$ cat config.mk
export PLATFORM = sky130hd
export DESIGN_NAME = syscfg_lock_reg
export DESIGN_NICKNAME = d
export VERILOG_FILES = /design/src/rtl/syscfg_pkg.sv /design/src/rtl/boot_window_timer.sv /design/src/rtl/prot_lock.sv /design/src/rtl/cfg_bits.sv /design/src/rtl/syscfg_lock_reg.sv
export SDC_FILE = /design/constraint.sdc
export NUM_CORES = 1
export LEC_CHECK = 0
export BUFFER_PORTS_ARGS = -buffer_cell sky130_fd_sc_hd__clkbuf_2
export CORE_MARGIN = 2
export CORE_UTILIZATION = 37
export DETAILED_ROUTE_END_ITERATION = 7
export GPL_TIMING_DRIVEN = 0
export PLACE_DENSITY_LB_ADDON = 0.05
export SLEW_MARGIN = 25
export SYNTH_ARGS = -nofsm -noshare
export SYNTH_HDL_FRONTEND = slang
export SYNTH_HIERARCHICAL = 1
export SYNTH_SLANG_ARGS = --single-unit
$ cat constraint.sdc
create_clock -name clk -period 2.55 [get_ports clk]
set_input_delay 0.1275 -clock clk [delete_from_list [all_inputs] [get_ports clk]]
set_output_delay 0.1275 -clock clk [all_outputs]
set_load 0.02 [all_outputs]
$ cat src/rtl/syscfg_pkg.sv
package syscfg_pkg;
  localparam int CFG_W = 8;
  localparam logic [CFG_W-1:0] CFG_RESET     = 8'h10;
  localparam logic [CFG_W-1:0] CFG_PROT_MASK = 8'h37;
  localparam int B_ADC_PWR    = 7;
  localparam int B_CLK_SEL    = 6;
  localparam int B_IRQ_EDGE   = 5;
  localparam int B_OSC_DELAY  = 4;
  localparam int B_CMON_EN    = 3;
  localparam int B_CMON_FORCE = 2;
  localparam int B_RATE_HI    = 1;
  localparam int B_RATE_LO    = 0;
endpackage

$ cat src/rtl/boot_window_timer.sv
module boot_window_timer #(
  parameter int WINDOW_CYCLES = 64,
  localparam int CNT_W = $clog2(WINDOW_CYCLES + 1)
) (
  input  logic clk,
  input  logic rst,
  output logic win_open
);
  localparam logic [CNT_W-1:0] WIN_END = CNT_W'(WINDOW_CYCLES);

  logic [CNT_W-1:0] cnt_q;

  always_ff @(posedge clk) begin
    if (rst)                 cnt_q <= '0;
    else if (cnt_q != WIN_END) cnt_q <= cnt_q + 1'b1;
  end

  assign win_open = (cnt_q != WIN_END);

  p_cnt_bound_r5: assert property (@(posedge clk) disable iff (rst)
    cnt_q <= WIN_END);
  p_cnt_sat_r5: assert property (@(posedge clk) disable iff (rst)
    (cnt_q == WIN_END) |=> (cnt_q == WIN_END));
endmodule

$ cat src/rtl/prot_lock.sv
module prot_lock (
  input  logic clk,
  input  logic rst,
  input  logic special_mode,
  input  logic wr_en,
  input  logic win_open,
  output logic prot_wr_ok
);
  logic lock_q;

  always_ff @(posedge clk) begin
    if (rst)                                     lock_q <= 1'b0;
    else if (wr_en && !special_mode && win_open) lock_q <= 1'b1;
  end

  assign prot_wr_ok = special_mode || (win_open && !lock_q);

  p_lock_sticky_r4: assert property (@(posedge clk) disable iff (rst)
    lock_q |=> lock_q);
  p_lock_take_r4: assert property (@(posedge clk) disable iff (rst)
    (wr_en && !special_mode && win_open) |=> lock_q);
endmodule

$ cat src/rtl/cfg_bits.sv
module cfg_bits
  import syscfg_pkg::*;
#(
  parameter int W = CFG_W,
  parameter logic [W-1:0] RESET_VAL = CFG_RESET,
  parameter logic [W-1:0] PROT_MASK = CFG_PROT_MASK
) (
  input  logic         clk,
  input  logic         rst,
  input  logic         wr_en,
  input  logic         prot_wr_ok,
  input  logic [W-1:0] wr_data,
  output logic [W-1:0] q
);
  for (genvar i = 0; i < W; i++) begin : g_bit
    logic ld;
    if (PROT_MASK[i]) begin : g_prot
      assign ld = wr_en && prot_wr_ok;
    end else begin : g_free
      assign ld = wr_en;
    end
    always_ff @(posedge clk) begin
      if (rst)     q[i] <= RESET_VAL[i];
      else if (ld) q[i] <= wr_data[i];
    end
  end

  p_reset_val_r1: assert property (@(posedge clk)
    rst |=> (q == RESET_VAL));
  p_unprot_follow_r2: assert property (@(posedge clk) disable iff (rst)
    wr_en |=> ((q & ~PROT_MASK) == ($past(wr_data) & ~PROT_MASK)));
  p_prot_hold_r4: assert property (@(posedge clk) disable iff (rst)
    !(wr_en && prot_wr_ok) |=> ((q & PROT_MASK) == ($past(q) & PROT_MASK)));
endmodule

$ cat src/rtl/syscfg_lock_reg.sv
module syscfg_lock_reg
  import syscfg_pkg::*;
#(
  parameter int WINDOW_CYCLES = 64
) (
  input  logic             clk,
  input  logic             rst,
  input  logic             special_mode,
  input  logic             wr_en,
  input  logic [CFG_W-1:0] wr_data,
  output logic [CFG_W-1:0] rd_data,
  output logic             cfg_adc_pwr,
  output logic             cfg_clk_sel,
  output logic             cfg_irq_edge,
  output logic             cfg_osc_delay,
  output logic             cfg_cmon_en,
  output logic             cfg_cmon_force,
  output logic [1:0]       cfg_rate
);
  logic win_open;
  logic prot_wr_ok;
  logic [CFG_W-1:0] cfg_q;

  boot_window_timer #(.WINDOW_CYCLES(WINDOW_CYCLES)) u_timer (
    .clk(clk), .rst(rst), .win_open(win_open)
  );

  prot_lock u_lock (
    .clk(clk), .rst(rst), .special_mode(special_mode), .wr_en(wr_en),
    .win_open(win_open), .prot_wr_ok(prot_wr_ok)
  );

  cfg_bits #(.W(CFG_W), .RESET_VAL(CFG_RESET), .PROT_MASK(CFG_PROT_MASK)) u_bits (
    .clk(clk), .rst(rst), .wr_en(wr_en), .prot_wr_ok(prot_wr_ok),
    .wr_data(wr_data), .q(cfg_q)
  );

  assign rd_data        = cfg_q;
  assign cfg_adc_pwr    = cfg_q[B_ADC_PWR];
  assign cfg_clk_sel    = cfg_q[B_CLK_SEL];
  assign cfg_irq_edge   = cfg_q[B_IRQ_EDGE];
  assign cfg_osc_delay  = cfg_q[B_OSC_DELAY];
  assign cfg_cmon_en    = cfg_q[B_CMON_EN];
  assign cfg_cmon_force = cfg_q[B_CMON_FORCE];
  assign cfg_rate       = cfg_q[B_RATE_HI:B_RATE_LO];

  p_special_load_r6: assert property (@(posedge clk) disable iff (rst)
    (wr_en && special_mode) |=> (rd_data == $past(wr_data)));
endmodule

---- After elaboration in Yosys (flattened, before gate mapping) ----
Cells that the tools add are included.
storage, ports and cells
  bits of input ports ..................... 12
  output and inout bits ................... 16
  register bits after elaboration ......... 16
  word-level logic and storage cells ...... 19
operators by class
  equal/unequal tests ..................... 1
  $add $sub $neg .......................... 1
  reduce and logical (&&, ||, !) cells .... 7
operator list
  cell                   count
  $add A7 B1 Y7 const B  1
  $ne A7 B7 Y1 const B   1
  $logic_and A1 B1 Y1    4
  $logic_not A1 Y1       2
  $logic_or A1 B1 Y1     1

---- Longest topological paths before layout ----
  word-level depth ........................ 4
  mapped depth ............................ 9
  gate-level depth less buffers ........... 8

---- Cells and area by module ----
The synthesis kept the hierarchy.
modules (own cells, without submodules)
  module             area an instance (sq um)  seq. area each (sq um)  cells each  times used
  boot_window_timer  352.8                     140.1                   38          1
  cfg_bits           325.3                     160.2                   31          1
  syscfg_lock_reg    60.1                      0.0                     8           1
  prot_lock          45.0                      20.0                    5           1

---- Worst setup path before layout ----
Ideal clock, no wire load.
  path kind ............................... register to register
  start point ............................. register u_timer.cnt_q[0]
  end point ............................... register u_bits.q[4]
  data arrival time ....................... 2064 ps
  data required time ...................... 2428 ps
  path buffers ............................ 1
  setup time .............................. 122 ps
  clock period less this slack ............ 2186 ps
  setup slack ............................. 364 ps
  cell stages (with the launch flop) ...... 9
  path through ............................ dfxtp_1 -> inv_1 -> ha_1 -> or4b_1 -> nor3b_4 -> inv_1 -> a21o_2 -> buf_6 -> a311o_1
on the way
  longest elaborated chain between the ends .. 4
RTL lines
  element                          line                     RTL
  from (decl)                      boot_window_timer.sv:11  logic [CNT_W-1:0] cnt_q;
  from (signal assigned)           boot_window_timer.sv:15  else if (cnt_q != WIN_END) cnt_q <= cnt_q + 1'b1;
  $ne A7 B7 Y1                     boot_window_timer.sv:18  assign win_open = (cnt_q != WIN_END);
  named net win_open               syscfg_lock_reg.sv:20    logic win_open;
  $logic_and A1 B1 Y1              prot_lock.sv:16          assign prot_wr_ok = special_mode || (win_open && !lock_q);
  $logic_or A1 B1 Y1               prot_lock.sv:16
  named net prot_wr_ok             syscfg_lock_reg.sv:21    logic prot_wr_ok;
  $logic_and A1 B1 Y1              cfg_bits.sv:18           assign ld = wr_en && prot_wr_ok;
  to (signal, indexed assignment)  cfg_bits.sv:23           if (rst) q[i] <= RESET_VAL[i];
  to (signal, indexed assignment)  cfg_bits.sv:24           else if (ld) q[i] <= wr_data[i];
  to (decl)                        cfg_bits.sv:13           output logic [W-1:0] q
The timed path passes the listed nets, and every way through them passes these cells.
A chain may end at the register's enable or synchronous reset.

---- Worst setup path after layout ----
Ends and elaborated chain as after synthesis.

==> flow_summary.ini <==
[logic_synthesis]
synth_top_area_frac = 0.409
synth_area_leader_cell = dfxtp_1
ys_seq_area_frac = 0.409
synth.area.top_cells = dfxtp_1, buf_4, mux2i_1, nand3_1, a21bo_1
syn_area_per_cell_um2 = 9.55
synth_cell_types = 28
synthesis.area_um2 = 783
yosys-top-cells-count = dfxtp_1, buf_4, nand3_1
synthCells = 82
yosysMostFrequentCell = dfxtp_1
synthFlopType = dfxtp_1
synth_edf_count = 0
async_reset_ff_frac = 0
ys_ff_latch = 16
syn_nets = 96
yosysWarningCount = 6

[run_status]
status = completed

[power_and_ir_drop]
p_per_area_nw_per_um2 = 548
p_leak_nw = 0.457
p_sw_mw = 0.148
p_comb_frac = 0.186
p_clk_frac = 0.313
swShare = 0.271
seqPwrFrac = 0.501
p_int_mw = 0.399
vdd_drop_max_v = 0.000263
total_power_mw = 0.547

[sta]
clock_skew_ns = 0.00512
slew_violations = 0
grt_setup_unrepaired = no
fmax_mhz = 420
hold_viol_final = 0
relSlewSlack = 0.736
fin_tns_setup_ns = 0
setup_viol = 0
worstMarginPinSlew_ns = 0.396
fin_crit_ns = 2.38
finalCritPeriodShare = 0.934
worst_slack_ns = 0.168

[place]
hpwl_um = 1130
place.gp.congestion = 0.690
place_ws_ns = 0.169
port_buffers = 27
detailed_place.area_um2 = 952

[setup_path]
arrival_ns = 2.56
crit_path_end_kind = flop
crit_top_cell = inv_1
startpoint_type = flop
crit_type = flop to flop
cp_slowest_cell = or4b_1
worstPathRequired_ns = 2.73
critPathMaxStageDelay_ns = 0.49
path_delay_family = simple AND/OR/NAND/NOR gates
critPathBufInv = 3
path_cells = inv_1 > ha_1 > or4b_1 > nor3b_4 > inv_1 > a21o_2 > buf_6 > a311o_1
critPathMaxFanout = 10

[routing]
wl_per_cell_um = 10.7
dr.pass1.iters = 3
drc_errors = 0
drtIter0Drc = 9
wl_um = 1510
via_per_inst = 4.67
num_vias = 659
postRouteAntennaNets = 0

[cells_and_area]
fillCellCount = 202
area_growth_pct = 27.5
nets = 129
antenna_cells = 0
layout-drive-gt1-share = 0.395
finalInstanceArea_um2 = 998

[global_route]
grt_pass1_vias = 590
grt_pass1_wl_um = 2570
track_usage = 0.135
antenna_found_initial = 0
globalRouteOverflowTotal = 0
grt_max_degree = 11

[clocking]
clk_path_buf_depth = 2
path_clk_slew_ns = 0.10
cts_setup_buffers = 0
clock_sinks = 16
cts_resized = 0
clock_latency_ns = 0.29
cts_root_buf = clkbuf_4
numCtsBuffers = 3
cts_htree_levels = 1
cts_tree = yes

[floorplanning]
ios = 28
fp-row-count = 16
fp.coreArea_um2 = 1980
die_h_um = 50.0
dieWidth_um = 50.0
start_util = 0.395
die_area_um2 = 2500

[worst_hold_path]
hp-class = input port to flop

[flow_run]
cap_violations = 0
==> final cells by class <==
cell class	instances	area, µm²	share of cell area
clock buffer	4	36.3	0.0363
inverter	4	15.0	0.0150
timing repair buffer	28	145	0.145
sequential	16	320	0.321
multi-input combinational	50	358	0.358
tap	27	33.8	0.0338
buffer	12	90.1	0.0902
==> through the flow <==
step	utilization	hold slack, ns	std cells
6_report	0.504	0.0634	141
5_1_grt	0.504	0.0589	141
3_3_place_gp	0.480	0.320	136
4_1_cts	0.504	0.0563	141
3_5_place_dp	0.480	0.319	136
2_1_floorplan	-	0.197	82
==> power by group through the flow <==
stage / sequential [mW] / combinational [mW] / clock (mW)
final: 0.274 / 0.102 / 0.171
after global routing: 0.277 / 0.111 / 0.190
after CTS: 0.275 / 0.103 / 0.180
after global placement: 0.279 / 0.0999 / 0
after detailed placement: 0.280 / 0.101 / 0
after floorplan: 0.288 / 0.0604 / 0
==> routing by layer <==
metal	vias up	global-route usage	routed length (µm)
met2	16	0.189	693
met3	0	0.0485	98
met4	0	0.0556	0
met1	309	0.185	716
li1	334	-	-
met5	-	0	0
==> cell families (layout without fill, tap and decap cells) <==
logic type | after synthesis | in the layout | share of synthesized area
simple gates | 24 | 24 | 0.176
compound gates | 16 | 16 | 0.145
flops | 16 | 16 | 0.409
buf+inv | 16 | 48 | 0.134
mux | 5 | 5 | 0.0703
xor+xnor | 3 | 3 | 0.0336
fa+ha+maj | 2 | 2 | 0.0319
==> layout by cell type (no fill, tap or decap) <==
cell and n:
or3_1 2, buf_6 2, o21ai_0 2, nand3b_1 1
nor3_1 3, a21boi_1 1, buf_4 8, a21oi_1 6
nand2b_1 2, xnor2_1 1, nor3b_4 1, a211oi_1 1
xor2_1 2, clkbuf_2 27, a21o_2 1, mux2_4 1
a311o_1 1, a21bo_2 1, ha_1 2, mux2i_1 4
a21bo_1 3, nand3_1 7, clkbuf_1 1, clkbuf_8 1
buf_1 1, or4b_1 1, dlygate4sd3_1 1, inv_1 4
nor2_1 5, dfxtp_1 16, clkbuf_4 3, nand2_1 2
==> registers in the layout (all words and copies together) (netlist names) <==
name	count
u_timer/cnt_q	7
u_bits/q	8
u_lock/lock_q	1
==> final timing paths <==
kind	from	endpoint	slack [ns]	cells past startpoint
max	u_timer/cnt_q[0]	u_bits/q[4]	0.17	8
min	wr_data[0]	u_bits/q[0]	0.06	3
max reg2reg	u_timer/cnt_q[0]	u_bits/q[4]	0.17	8
min reg2reg	u_lock/lock_q	u_lock/lock_q	0.46	2
==> timing repair <==
item / in CTS / in global routing
hold buffers: 1 / 0
hold endpoints to repair: 1 / 0
endpoints found under the setup margin: 0 / 0
==> tightest hold or removal path: stages <==
cell,delay [ns]
clkbuf_2,0.08
nand3_1,0.05
a21oi_1,0.05
No activity file was read; power rests on OpenSTA's default activity.
